`src/rtl/slack_tag_pkg.sv`:
```
package slack_tag_pkg;
  localparam int TAG_W = 5;

  typedef struct packed {
    logic [1:0] miss_lvl;
    logic       l2_hit;
    logic [1:0] hop_lvl;
  } slack_tag_t;

  function automatic logic [1:0] miss_level(input int n);
    if (n <= 0)      return 2'd0;
    else if (n <= 2) return 2'd1;
    else if (n <= 5) return 2'd2;
    else             return 2'd3;
  endfunction

  function automatic logic [1:0] hop_level(input int s);
    if (s <= 0)      return 2'd0;
    else if (s <= 3) return 2'd1;
    else if (s <= 7) return 2'd2;
    else             return 2'd3;
  endfunction
endpackage

```
`src/rtl/slack_dist.sv`:
```
module slack_dist #(
  parameter int COORD_W = 3,
  localparam int HOP_W = COORD_W + 1
) (
  input  logic [COORD_W-1:0] sx,
  input  logic [COORD_W-1:0] sy,
  input  logic [COORD_W-1:0] dx,
  input  logic [COORD_W-1:0] dy,
  output logic [HOP_W-1:0]   hops
);
  logic [COORD_W-1:0] ddx, ddy;
  always_comb begin
    ddx  = (sx > dx) ? (sx - dx) : (dx - sx);
    ddy  = (sy > dy) ? (sy - dy) : (dy - sy);
    hops = HOP_W'(ddx) + HOP_W'(ddy);
  end
endmodule

```
`src/rtl/slack_entry.sv`:
```
module slack_entry #(
  parameter int HOP_W = 4,
  parameter int WIN   = 32,
  localparam int AGE_W = $clog2(WIN + 1)
) (
  input  logic             clk,
  input  logic             rst_n,
  input  logic             wr,
  input  logic             wr_miss,
  input  logic [HOP_W-1:0] wr_hops,
  input  logic             free,
  input  logic             cor,
  input  logic             cor_miss,
  output logic             vld,
  output logic             miss,
  output logic [HOP_W-1:0] hops,
  output logic             recent
);
  logic [AGE_W-1:0] age;

  always_ff @(posedge clk) begin
    if (!rst_n) begin
      vld  <= 1'b0;
      miss <= 1'b0;
      hops <= '0;
      age  <= '0;
    end else if (wr) begin
      vld  <= 1'b1;
      miss <= wr_miss;
      hops <= wr_hops;
      age  <= '0;
    end else if (free) begin
      vld  <= 1'b0;
      miss <= 1'b0;
    end else begin
      if (cor && vld) miss <= cor_miss;
      if (vld && age < AGE_W'(WIN)) age <= age + 1'b1;
    end
  end

  assign recent = vld && (age < AGE_W'(WIN));
endmodule

```
`src/rtl/slack_scan.sv`:
```
module slack_scan #(
  parameter int DEPTH   = 8,
  parameter int HOP_W   = 4,
  parameter int CNT_CAP = 8,
  localparam int CW = $clog2(((DEPTH > CNT_CAP) ? DEPTH : CNT_CAP) + 1)
) (
  input  logic [DEPTH-1:0]       vld,
  input  logic [DEPTH-1:0]       miss,
  input  logic [DEPTH-1:0]       recent,
  input  logic [DEPTH*HOP_W-1:0] hops_flat,
  output logic [CW-1:0]          miss_cnt,
  output logic [HOP_W-1:0]       max_hops
);
  logic [CW-1:0] raw;

  always_comb begin
    raw      = '0;
    max_hops = '0;
    for (int i = 0; i < DEPTH; i++) begin
      raw = raw + CW'(vld[i] & miss[i] & recent[i]);
      if (vld[i] && hops_flat[i*HOP_W +: HOP_W] > max_hops)
        max_hops = hops_flat[i*HOP_W +: HOP_W];
    end
    miss_cnt = (raw > CW'(CNT_CAP)) ? CW'(CNT_CAP) : raw;
  end
endmodule

```
`src/rtl/slack_tagger.sv`:
```
module slack_tagger
  import slack_tag_pkg::*;
#(
  parameter int DEPTH   = 8,
  parameter int COORD_W = 3,
  parameter int WIN     = 32,
  parameter int CNT_CAP = 8,
  localparam int HOP_W = COORD_W + 1,
  localparam int SW    = (DEPTH > 1) ? $clog2(DEPTH) : 1,
  localparam int CW    = $clog2(((DEPTH > CNT_CAP) ? DEPTH : CNT_CAP) + 1)
) (
  input  logic               clk,
  input  logic               rst_n,
  input  logic               inj_valid,
  output logic               inj_ready,
  input  logic [COORD_W-1:0] inj_src_x,
  input  logic [COORD_W-1:0] inj_src_y,
  input  logic [COORD_W-1:0] inj_dst_x,
  input  logic [COORD_W-1:0] inj_dst_y,
  input  logic               inj_l2_miss,
  output logic [TAG_W-1:0]   inj_tag,
  output logic [SW-1:0]      inj_slot,
  input  logic               rsp_valid,
  input  logic [SW-1:0]      rsp_id,
  input  logic               cor_valid,
  input  logic [SW-1:0]      cor_id,
  input  logic               cor_l2_miss
);
  logic [DEPTH-1:0]       vld, miss, recent;
  logic [DEPTH*HOP_W-1:0] hops_flat;
  logic [HOP_W-1:0]       own_hops, max_hops;
  logic [CW-1:0]          miss_cnt;
  logic                   fire;
  slack_tag_t             tag;

  slack_dist #(.COORD_W(COORD_W)) u_dist (
    .sx(inj_src_x), .sy(inj_src_y), .dx(inj_dst_x), .dy(inj_dst_y),
    .hops(own_hops)
  );

  // lowest free slot
  always_comb begin
    inj_slot = '0;
    for (int i = DEPTH - 1; i >= 0; i--)
      if (!vld[i]) inj_slot = SW'(i);
  end

  assign inj_ready = ~&vld;
  assign fire      = inj_valid && inj_ready;

  for (genvar g = 0; g < DEPTH; g++) begin : g_ent
    slack_entry #(.HOP_W(HOP_W), .WIN(WIN)) u_ent (
      .clk      (clk),
      .rst_n    (rst_n),
      .wr       (fire && inj_slot == SW'(g)),
      .wr_miss  (inj_l2_miss),
      .wr_hops  (own_hops),
      .free     (rsp_valid && rsp_id == SW'(g)),
      .cor      (cor_valid && cor_id == SW'(g)),
      .cor_miss (cor_l2_miss),
      .vld      (vld[g]),
      .miss     (miss[g]),
      .hops     (hops_flat[g*HOP_W +: HOP_W]),
      .recent   (recent[g])
    );
  end

  slack_scan #(.DEPTH(DEPTH), .HOP_W(HOP_W), .CNT_CAP(CNT_CAP)) u_scan (
    .vld(vld), .miss(miss), .recent(recent), .hops_flat(hops_flat),
    .miss_cnt(miss_cnt), .max_hops(max_hops)
  );

  always_comb begin
    tag.miss_lvl = miss_level(int'(miss_cnt));
    tag.l2_hit   = ~inj_l2_miss;
    tag.hop_lvl  = hop_level(int'(max_hops) - int'(own_hops));
    inj_tag      = tag;
  end
endmodule

```
`config.mk`:
```
export PLATFORM = sky130hd
export DESIGN_NAME = slack_tagger
export DESIGN_NICKNAME = d
export VERILOG_FILES = /design/src/rtl/slack_tag_pkg.sv /design/src/rtl/slack_dist.sv /design/src/rtl/slack_entry.sv /design/src/rtl/slack_scan.sv /design/src/rtl/slack_tagger.sv
export SDC_FILE = /design/constraint.sdc
export NUM_CORES = 1
export LEC_CHECK = 0
export CORE_MARGIN = 1.5
export CORE_UTILIZATION = 60
export CTS_CLUSTER_SIZE = 16
export DETAILED_ROUTE_END_ITERATION = 10
export GPL_ROUTABILITY_DRIVEN = 0
export PLACE_DENSITY = 0.79
export SYNTH_ARGS = -nofsm -noshare
export SYNTH_HDL_FRONTEND = slang
export SYNTH_SLANG_ARGS = --single-unit
```
`constraint.sdc`:
```
create_clock -name clk -period 17.71 [get_ports clk]
set_input_delay 1.771 -clock clk [delete_from_list [all_inputs] [get_ports clk]]
set_output_delay 1.771 -clock clk [all_outputs]
set_load 0.005 [all_outputs]
```
Word-level counts from Yosys, hierarchy flattened
Index checks and enable logic that the tools add are counted.

Register bits after elaboration: 96. Bits of input ports: 25. Output and inout bits: 9. Logic and storage cells: 276.

Add/subtract/negate cells: 21. Magnitude comparators: 25. Eq/ne operators: 21. Multiplexer cells: 65. Bitwise operators: 26. Reductions and logical operators: 86.

Operators by type and width (number): logical AND 1 bit (49); adder 6 x 1 -> 6 bit (second input constant) (8); < comparator 6 bit (second input constant) (8); two-way mux 1 bit (42); == test 3 bit (second input constant) (12); two-way mux 4 bit (9); bitwise AND 4 x 1 -> 4 bit (8); two-way mux 3 bit (10); adder 4 bit (7); > comparator 4 bit (7); nonzero test 3 bit (8); == test 3 x 2 -> 1 bit (second input constant) (6); AND reduction 2 bit (8); nonzero test 2 bit (8); OR reduction 2 bit (8); subtractor 3 bit (4); inverter 1 bit (10); == test 3 x 1 -> 1 bit (second input constant) (3); zero test 3 bit (3); bitwise AND 1 bit (8); two-way mux 2 bit (4); AND reduction 8 bit (1); > comparator 3 bit (2); less-or-equal comparator 5 x 1 -> 1 bit (second input constant) (1); other kinds (10) (10).

Logic depth before layout (Yosys ltp)
Gate-level depths: netlist of the first run.

Word-level depth: 29. Gate-level depth with buffers: 57. Gate-level depth less buffers: 57.

Cells and area by module
From an unflattened synthesis of the first run, not the netlist that was laid out.

Cell total of the unflattened synthesis: 806. Area total of the unflattened synthesis: 7016.7 sq um.

Modules (own cells, without submodules): slack_entry (instances 8, cells each 51, area each 524.3 sq um, seq. area each 240.2 sq um); slack_scan (instances 1, cells each 241, area each 1756.7 sq um, seq. area each 0.0 sq um); slack_dist (instances 1, cells each 67, area each 540.5 sq um, seq. area each 0.0 sq um); slack_tagger (instances 1, cells each 90, area each 525.5 sq um, seq. area each 0.0 sq um).

Least setup slack after synthesis of the first run
OpenSTA, ideal clock, no wires.

Path type: reg2out. Start point: register g_ent[0].u_ent.vld. End point: output port inj_tag[0]. Data arrival time: 10.426 ns. Required time: 15.939 ns. Path slack: 5.513 ns. Cell stages (with the launch flop): 52. Buffers on the path: 0. Path through: dfxtp_1 -> nand2_1 -> ha_1 -> nor2b_1 -> o211ai_2 -> a21oi_1 -> nor2_1 -> a21oi_1 -> ha_1 -> inv_1 -> a221oi_1 -> a32oi_1 -> o21ai_0 -> mux2_2 -> ha_1 -> a31oi_1 -> o221ai_2 -> a211oi_4 -> [16 not listed] -> nand3_1 -> a2111oi_1 -> nor3_1 -> nor3_2 -> mux2_2 -> ha_1 -> o21ai_0 -> nand2b_1 -> a21oi_1 -> nor2_1 -> nor2_1 -> a32oi_1 -> o31ai_1 -> ha_1 -> inv_1 -> fa_1 -> o21ai_0 -> a21oi_1.

Longest elaborated chain between the ends: 28. Elaborated cells between the ends (all ways): 30. Those cells by class: 1 x add/sub; 10 x order compare; 11 x mux; 8 x reduce/logical.

Ends and longest elaborated chain: start: declaration (RTL line slack_entry.sv:14) `output logic vld,`; start signal: assignment (RTL line slack_entry.sv:23) `vld <= 1'b0;`; start signal: assignment (RTL line slack_entry.sv:28) `vld <= 1'b1;`; start signal: assignment (RTL line slack_entry.sv:33) `vld <= 1'b0;`; logical AND 1 bit (*) (RTL line slack_scan.sv:21) `if (vld[i] && hops_flat[i*HOP_W +: HOP_W] > max_hops)`; two-way mux 4 bit (*) (RTL line slack_scan.sv:21); > comparator 4 bit (RTL line slack_scan.sv:21); logical AND 1 bit (RTL line slack_scan.sv:21); two-way mux 4 bit (*) (RTL line slack_scan.sv:21); > comparator 4 bit (RTL line slack_scan.sv:21); logical AND 1 bit (RTL line slack_scan.sv:21); two-way mux 4 bit (*) (RTL line slack_scan.sv:21); [12 not listed]; > comparator 4 bit (RTL line slack_scan.sv:21); logical AND 1 bit (RTL line slack_scan.sv:21); two-way mux 4 bit (*) (RTL line slack_scan.sv:21); subtractor 4 x 4 -> 5 bit (*) (RTL line slack_tagger.sv:76) `tag.hop_lvl = hop_level(int'(max_hops) - int'(own_hops));`; less-or-equal comparator 5 x 4 -> 1 bit (RTL line slack_tag_pkg.sv:20) `else if (s <= 7) return 2'd2;`; two-way mux 1 bit (RTL line slack_tag_pkg.sv:20); two-way mux 2 bit (RTL line slack_tag_pkg.sv:19) `else if (s <= 3) return 2'd1;`; two-way mux 2 bit (*) (RTL line slack_tag_pkg.sv:18) `if (s <= 0) return 2'd0;`; end: declaration (RTL line slack_tagger.sv:21) `output logic [TAG_W-1:0] inj_tag,`.

Every way passes the cells marked *; elsewhere a longest branch is shown, timed or not.

Worst setup path after layout of the first run
Same ends and word-level chain as after synthesis.

==> flow_summary.yaml, run 1 <==
die:
  die_x_um: 105
  pin_count: 34
  start_util_pct: 61.3
  rows: 37
  core_region_area_mm2: 0.0103
  die_h_um: 105
  dieArea_mm2: 0.0111
logic_synthesis:
  synthAdderAreaFrac_pct: 12.8
  syn_area_mm2: 0.00630
  avgSynthCellArea_um2: 8.60
  synth.mux.area_fraction_pct: 7.29
  synth-edff-count: 0
  synth_ff_type: "dfxtp_1"
  ys_seq_elements: 96
  async_flop_share_pct: 0
  synth_xor_area_share_pct: 6.12
  synth-simple-area-share_pct: 22.8
  synth.distinct_cells: 62
  synth_nets: 815
  seq_area_frac_synth_pct: 30.5
  synth_compound_area_share_pct: 15.9
  synth_top_family_by_area: "simple AND/OR/NAND/NOR gates"
  yosysWarnings: 0
  syn_inst: 733
route:
  drtIter0Drc: 392
  first_pass_iters: 6
  wl_um: 13800
  final_antenna_net_count: 0
  wl_per_cell_um: 15.4
  vias: 5290
  viasPerCell: 5.90
  route.detailed.drc: 0
sta:
  worst_pin_slew_ps: 1120
  finalHoldViolCount: 0
  min_period_ps: 14710
  setup_viol: 0
  slew_viol_final: 0
  whs_ps: 508
  slew_headroom_pct: 24.6
  rsz0062_at_grt: "no"
  post-route-period-util_pct: 83.1
  clock-skew-final_ps: 9.90
  final.setup.worst_slack_ps: 3000
  fmaxAchievable_ghz: 0.0680
  tns_ps: 0
setup_path:
  max_stage_delay_ps: 590
  reg2reg_slack_ps: 15100
  crit_slowest_cell: "dfxtp_1"
  cp.required_ps: 15940
  crit_path_end_kind: "output port"
  reg2regPathDepth: 6
  critPathLaunchType: "flop"
  rr_startpoint: "g_ent[4].u_ent.vld"
  path_buf_inv: 3
  worstSetupPathType: "flop to output port"
  path_max_fanout: 15
  cp.arrival_ps: 12940
  r2r-end: "g_ent[3].u_ent.age[3]"
  crit_cells: 50
  critical-path-top-delay-family: "compound AO/OA/AOI/OAI gates"
  cp_common_cell: "ha_1"
clocking:
  h-tree-depth: 3
  cts_max_path_buffers: 2
  cts_made_buffers: 9
  root_buffer: "clkbuf_8"
  worstSkewPairLatency_ps: 360
  cts.repair.resized: 0
  cts.reportedPaths.clkPinSlew_ps: 90
  cts_tree: "done"
  cts_setup_buffers: 0
  cts.sinks: 96
  cts_hold_buf: 0
layout:
  final_cells: 897
  syn_to_final_growth_pct: 10.1
  antenna_cells: 0
  final_nets: 838
  drive_above_1_share_pct: 5.78
  num-fill-cells: 864
grt:
  grtUsageTotal_pct: 26.1
  grt_pass1_vias: 5192
  antenna_found_initial: 0
  grt_overflow: 0
  grt_pass1_wl_um: 23700
  grt_max_degree: 57
placed_design:
  hpwl_um: 10500
  dpl.cell_count: 881
  buffer_ports.inserted: 33
  dp_slack_ps: 3560
power:
  worst_ir_drop_vdd_v: 0.0000567
  p_leak_nw: 2.87
  power_density_mw_per_mm2: 71.9
  finalPower_w: 0.000499
job:
  drv_cap: 0
worst_hold_path:
  hold_path.class: "flop to flop"
  holdPathStages: 2
  min_from: "g_ent[1].u_ent.age[5]"
  hold_path_end: "g_ent[1].u_ent.age[5]"
status:
  status: "complete, no violations"
==> placed cells by master (no fill, tap or decap), drive strengths merged, types with 8 or more instances in the layout <==
| cell | instances |
|---|---|
| clkdlybuf4s50 | 33 |
| and4 | 8 |
| fa | 10 |
| mux2i | 32 |
| nor2b | 33 |
| xnor2 | 27 |
| nor3b | 8 |
| and2 | 13 |
| o211a | 17 |
| dfxtp | 96 |
| a21oi | 37 |
| ha | 47 |
| nand2 | 59 |
| nand2b | 10 |
| a31oi | 13 |
| clkbuf | 12 |
| nand4 | 16 |
| nor3 | 19 |
| o21ai | 22 |
| mux2 | 12 |
| nor2 | 77 |
| nand3 | 15 |
| xor2 | 17 |
| o21a | 10 |
| inv | 52 |
==> area by class of cell <==
type / instances / area [um2] / share of cell area (%)
well taps: 136 / 170 / 2.45
flip-flops and latches: 96 / 1920 / 27.7
multi-input cells: 561 / 4090 / 59.0
clock buffers: 12 / 155 / 2.24
repair buffers: 36 / 353 / 5.08
inverters: 52 / 195 / 2.81
clock inverters: 4 / 52.6 / 0.757
==> registers in the layout, indices dropped and copies added, names as in the netlist <==
register,cells
g_ent.u_ent.hops,32
g_ent.u_ent.vld,8
g_ent.u_ent.age,48
g_ent.u_ent.miss,8
==> per-layer routing <==
| metal | GRT usage (%) | wire length (um) |
|---|---|---|
| met5 | 0 | 0 |
| met2 | 46.5 | 6720 |
| met1 | 33.0 | 6120 |
| met3 | 3.77 | 760 |
| met4 | 7.05 | 243 |
==> cell usage after synthesis, types with 2 or more instances <==
cell type  instances  area share (%)
xnor2_1           27             3.8
nand3b_1           4            0.48
mux2i_1           32             5.1
and3_4             2            0.36
o31ai_1            2            0.24
mux2_2            11             2.0
maj3_1             2            0.32
o21ai_0           19             1.5
nand4_1           16             1.6
o211a_1           17             2.7
clkbuf_1          22             1.3
inv_1             52             3.1
a21oi_1           37             2.9
nor2_1            77             4.6
a31oi_1           13             1.3
and3b_1            3            0.42
or3_1              3            0.30
a32oi_1            2            0.28
a21boi_0           2            0.24
ha_1              47             9.3
nor3b_1            8            0.95
o2111ai_1          2            0.28
a221oi_1           3            0.42
fa_1              10             3.2
and4_1             8             1.1
nand3_1           15             1.2
nor2b_1           33             3.3
a21o_1             5            0.60
o211ai_2           2            0.40
nor3_1            17             1.4
nor4b_1            2            0.28
nand2b_1          10            0.99
nor3_2             2            0.32
o21ai_1            3            0.24
or2_2              2            0.20
xor2_1            17             2.4
o211ai_1           3            0.36
o21a_1            10             1.2
and3_1             2            0.20
a41oi_1            2            0.28
and2_1            13             1.3
dfxtp_1           96              31
nand2_1           59             3.5
==> power by group <==
group	switching [W]	internal, W
Combinational	0.0000737	0.0000535
Sequential	0.00000349	0.000219
Clock	0.0000760	0.0000731
==> stage by stage <==
step / area [um2] / util, %
global route: 6940 / 67.5
global placement: 6730 / 65.5
floorplan: 6300 / -
finish: 6940 / 67.5
detailed placement: 6730 / 65.5
CTS: 6940 / 67.5
==> how the worst max path moves through the flow <==
stage                             from          to
floorplan           g_ent[0].u_ent.vld  inj_tag[0]
global placement    g_ent[0].u_ent.vld  inj_tag[0]
detailed placement  g_ent[0].u_ent.vld  inj_tag[0]
CTS                 g_ent[0].u_ent.vld  inj_tag[0]
global route        g_ent[0].u_ent.vld  inj_tag[0]
finish              g_ent[0].u_ent.vld  inj_tag[0]
==> worst register-to-register path, cell delays in order, from the launching register on <==
cell and delay (ps):
dfxtp_1 650, a31oi_1 160, nor2_1 390, nand3_1 210, nor2_1 710, nand2b_1 320, nor2_1 80
==> cells by family after synthesis <==
group,after synthesis
AO/OA/AOI/OAI,136
XOR/XNOR,44
adder cells (fa/ha/maj),59
buffers and inverters,76
flip-flops,96
multiplexers,44
AND/OR/NAND/NOR,278
Power figures use the tool's default switching activity.
==> run 2: changes to the inputs <==
Settings changed: CORE_UTILIZATION 60 to 55, PLACE_DENSITY 0.79 to 0.76.
Clock period 17.71 ns to 13.15 ns, I/O delays scaled along.
==> flow_summary.yaml, run 2 (synthesized netlist as in run 1, its figures left out) <==
setup_path:
  critPathLaunchType: "flop"
  max_stage_delay_ps: 430
  worstSetupPathType: "flop to output port"
  path_max_fanout: 9
  critPathLaunch: "g_ent[0].u_ent.vld"
  reg2regPathDepth: 10
  cp_common_cell: "ha_1"
  cp.required_ps: 11840
  rr_startpoint: "g_ent[6].u_ent.vld"
  crit_slowest_cell: "a211oi_4"
  crit_path_end_kind: "output port"
  cp.arrival_ps: 11130
layout:
  final_nets: 850
  reg.largest.list: "g_ent.u_ent.age (48), g_ent.u_ent.hops (32)"
  drive_above_1_share_pct: 10.9
  largest_reg_flops: 48
  largest_register: "g_ent.u_ent.age"
  mostFrequentLayoutCells: "95 x dfxtp_1, 75 x nor2_1, 59 x nand2_1, 52 x inv_1, 43 x ha_1"
  syn_to_final_growth_pct: 15.8
  final_core_util_pct: 66.4
  antenna_cells: 0
  final_cells: 913
  mostFrequentLayoutCell: "dfxtp_1"
  num-fill-cells: 899
clocking:
  h-tree-depth: 3
  cts_tree: "done"
  cts.sinks: 96
  cts_max_path_buffers: 2
  worstSkewPairLatency_ps: 350
  cts.reportedPaths.clkPinSlew_ps: 70
  cts_made_buffers: 9
  root_buffer: "clkbuf_16"
power:
  worst_ir_drop_vdd_v: 0.0000738
  p_leak_nw: 3.03
  power_density_mw_per_mm2: 102
grt:
  grt_pass1_wl_um: 23800
  grt_pass1_vias: 5238
  grtUsageTotal_pct: 25.2
  grt_max_degree: 57
  grt_overflow: 0
  antenna_found_initial: 0
sta:
  final.setup.worst_slack_ps: 710
  slew_viol_final: 0
  min_period_ps: 12440
  finalHoldViolCount: 0
  worst_pin_slew_ps: 1100
  slew_headroom_pct: 26.4
  post-route-period-util_pct: 94.6
  setup_viol: 0
  fmaxAchievable_ghz: 0.0804
  whs_ps: 506
  clock-skew-final_ps: 7.90
job:
  drv_cap: 0
placed_design:
  buffer_ports.inserted: 33
  dp_slack_ps: -243
  hpwl_um: 10900
  dpl.cell_count: 886
route:
  route.detailed.drc: 0
  wl_per_cell_um: 16.2
  viasPerCell: 6.00
  vias: 5479
  final_antenna_net_count: 0
  drtIter0Drc: 365
  first_pass_iters: 8
  wl_um: 14800
die:
  dieArea_mm2: 0.0121
  core_region_area_mm2: 0.0110
  rows: 38
  die_h_um: 110
  die_x_um: 110
  start_util_pct: 57.4
  pin_count: 34
worst_hold_path:
  min_from: "g_ent[7].u_ent.age[5]"
  holdPathStages: 2
  hold_path.class: "flop to flop"
status:
  status: "complete, no violations"
-- run 2: cell types whose count changed in the layout (fill, tap and decap cells not counted), moves of 4 or more --
cell and delta:
a21oi_1 -4, a21oi_2 +4, buf_4 +12, clkbuf_16 +9, clkbuf_8 -10, ha_1 -4
-- run 2: worst paths after layout --
| path | slack (ps) | to |
|---|---|---|
| min | 510 | g_ent[7].u_ent.age[5] |
| max reg2reg | 10500 | g_ent[5].u_ent.age[1] |
| min reg2reg | 510 | g_ent[7].u_ent.age[5] |
| max | 710 | inj_tag[0] |
-- run 2: repair_timing --
action | CTS | global route
setup buffers | 2 | 9
pin swaps | 3 | 16
gates resized for setup | 10 | 32
endpoints found under the hold margin | 0 | 0
setup endpoints to repair | 2 | 2
hold buffers | 0 | 0
-- run 2: metal layers --
layer / wire (um) / part of all wire [%] / GRT usage [%] / up-vias
li1: - / - / - / 2642
met1: 6290 / 43 / 31.3 / 2593
met2: 7150 / 48 / 42.1 / 189
met3: 758 / 5.1 / 3.47 / 55
met4: 583 / 3.9 / 14.0 / 0
met5: 0 / 0 / 0 / -
-- run 2: where the power goes --
group	total (W)	internal [W]	switching, W	leakage (nW)
registers	0.000300	0.000295	0.00000442	0.776
logic	0.000196	0.0000853	0.000110	2.12
clock network	0.000249	0.000135	0.000113	0.138
total	0.000744	0.000516	0.000228	3.03
-- run 2: through the flow --
stage          TNS, ps  instance area (um2)  power (W)
3_3_place_gp         0                 6740   0.000468
5_1_grt          -28.7                 7300   0.000779
3_5_place_dp      -428                 6740   0.000478
4_1_cts              0                 7090   0.000728
2_1_floorplan        0                 6300   0.000424
6_report             0                 7300   0.000744
-- run 2: area by class of cell --
class | count | area (um2) | area share (%)
multi-input cells | 561 | 4270 | 58.5
flip-flops and latches | 96 | 1930 | 26.4
repair buffers | 48 | 448 | 6.14
clock buffers | 11 | 243 | 3.33
inverters | 52 | 195 | 2.68
well taps | 140 | 175 | 2.40
clock inverters | 5 | 41.3 | 0.566
-- run 2: critical path: cells and delay by family (launching register included) --
| family | cells | cell delay [ps] |
|---|---|---|
| simple gates | 13 | 1770 |
| flops | 1 | 380 |
| fa+ha+maj | 10 | 2970 |
| mux | 4 | 1350 |
| buf+inv | 5 | 550 |
| compound gates | 20 | 3780 |
==> run 3: changes to the inputs <==
Settings changed: CORE_UTILIZATION 55 to 25, PLACE_DENSITY 0.76 to 0.4, RECOVER_POWER from default to 100, SKIP_CTS_REPAIR_TIMING from default to 1.
==> flow_summary.yaml, run 3 (synthesized netlist as in run 1, its figures left out) <==
status:
  status: "complete, no violations"
grt:
  antenna_found_initial: 0
  grt_pass1_vias: 5020
  grtUsageTotal_pct: 12.6
  grt_overflow: 0
  grt_max_degree: 57
  grt_pass1_wl_um: 26000
setup_path:
  path_max_fanout: 8
  cp.arrival_ps: 11340
  crit_slowest_cell: "clkdlybuf4s50_1"
  cp_common_cell: "ha_1"
  reg2reg_slack_ps: 10300
  worstSetupPathType: "flop to output port"
  max_stage_delay_ps: 510
  cp.required_ps: 11840
  crit_path_end_kind: "output port"
  critPathLaunchType: "flop"
layout:
  drive_above_1_share_pct: 11.1
  mostFrequentLayoutCell: "dfxtp_1"
  reg.largest.list: "g_ent.u_ent.age (48), g_ent.u_ent.hops (32)"
  num-fill-cells: 2634
  largest_reg_flops: 48
  final_nets: 855
  syn_to_final_growth_pct: 20.2
  largest_register: "g_ent.u_ent.age"
  final_cells: 1101
  antenna_cells: 0
  mostFrequentLayoutCells: "95 x dfxtp_1, 74 x nor2_1, 59 x nand2_1, 52 x inv_1, 43 x ha_1"
sta:
  min_period_ps: 12650
  clock-skew-final_ps: 9.39
  whs_ps: 484
  fmaxAchievable_ghz: 0.0790
  slew_viol_final: 0
  finalHoldViolCount: 0
  slew_headroom_pct: 31.2
  post-route-period-util_pct: 96.2
  worst_pin_slew_ps: 1030
  setup_viol: 0
power:
  swShare_pct: 30.8
  seqPwrFrac_pct: 38.8
  finalPower_w: 0.000769
  pwr-share-comb_pct: 25.3
  p_clk_share_pct: 35.9
  intPower_w: 0.000533
  worst_ir_drop_vdd_v: 0.0000736
  p_leak_nw: 3.05
  power.switching_w: 0.000237
  power_density_mw_per_mm2: 102
worst_hold_path:
  hold_path.class: "flop to flop"
route:
  final_antenna_net_count: 0
  drtIter0Drc: 266
  wl_per_cell_um: 14.5
  vias: 5095
  viasPerCell: 4.63
  first_pass_iters: 4
  route.detailed.drc: 0
  wl_um: 16000
placed_design:
  buffer_ports.inserted: 33
  hpwl_um: 11700
  dpl.cell_count: 1075
die:
  rows: 57
  core_region_area_mm2: 0.0245
  die_x_um: 162
  dieArea_mm2: 0.0262
  pin_count: 34
  die_h_um: 162
  start_util_pct: 25.7
clocking:
  cts_made_buffers: 9
  worstSkewPairLatency_ps: 360
  cts.sinks: 96
  h-tree-depth: 3
  cts_max_path_buffers: 2
  cts.reportedPaths.clkPinSlew_ps: 70
  root_buffer: "clkbuf_16"
  cts_tree: "done"
job:
  drv_cap: 0
[run 3: cell count changes in the layout (fill, tap and decap cells not counted), sizes merged]
cell	delta
clkbuf	+2
buf	+3
clkdlybuf4s50	-11
bufinv	+1
inv	+1
clkinv	-2
dlymetal6s2s	-1
dlygate4sd3	+11
[run 3: cell type report]
| type | instances | area, um2 | share of cell area, % |
|---|---|---|---|
| flip-flops and latches | 96 | 1930 | 25.4 |
| multi-input cells | 561 | 4270 | 56.4 |
| clock inverters | 5 | 63.8 | 0.843 |
| inverters | 52 | 195 | 2.58 |
| well taps | 324 | 405 | 5.35 |
| clock buffers | 10 | 239 | 3.16 |
| repair buffers | 53 | 470 | 6.21 |
[run 3: layer usage]
metal | vias to the layer above | share of wire [%] | GRT usage, %
met4 | 0 | 1.4 | 3.42
met5 | - | 0 | 0
met1 | 2364 | 49 | 16.9
met3 | 14 | 4.1 | 2.27
met2 | 68 | 45 | 20.6
li1 | 2649 | - | -
[run 3: worst paths after layout]
kind | startpoint | end | cells past startpoint
setup / recovery | g_ent[0].u_ent.vld | inj_tag[1] | 52
hold / removal | g_ent[5].u_ent.age[5] | g_ent[5].u_ent.age[5] | 2
setup reg to reg | g_ent[6].u_ent.vld | g_ent[5].u_ent.age[2] | 10
hold reg to reg | g_ent[5].u_ent.age[5] | g_ent[5].u_ent.age[5] | 2
[run 3: critical path, delay by kind of cell (launching register included)]
| family | cells | cell delay (ps) |
|---|---|---|
| buffers and inverters | 5 | 980 |
| DFF | 1 | 380 |
| muxes | 5 | 1640 |
| and+or+nand+nor | 12 | 1690 |
| xor gates and xnor gates | 1 | 100 |
| adders and majority gates | 9 | 2430 |
| AOI/OAI and AO/OA | 20 | 3700 |
[run 3: power groups by stage]
stage	Sequential (W)	Clock (W)	Combinational, W
after floorplan	0.000304	0	0.000120
after global placement	0.000306	0	0.000184
after detailed placement	0.000305	0	0.000182
after CTS	0.000299	0.000288	0.000182
after global routing	0.000299	0.000300	0.000218
final	0.000299	0.000276	0.000195
[run 3: metrics by stage]
stage               setup TNS [ps]  setup slack, ps  util, %  cell area (um2)
finish                           0              497     30.9             7570
detailed placement           -57.2            -57.2     28.6             7010
global route                  -138             -138     30.9             7570
floorplan                        0             1410        -             6300
CTS                           -999             -529     29.8             7310
global placement             -37.9            -37.9     28.6             7010
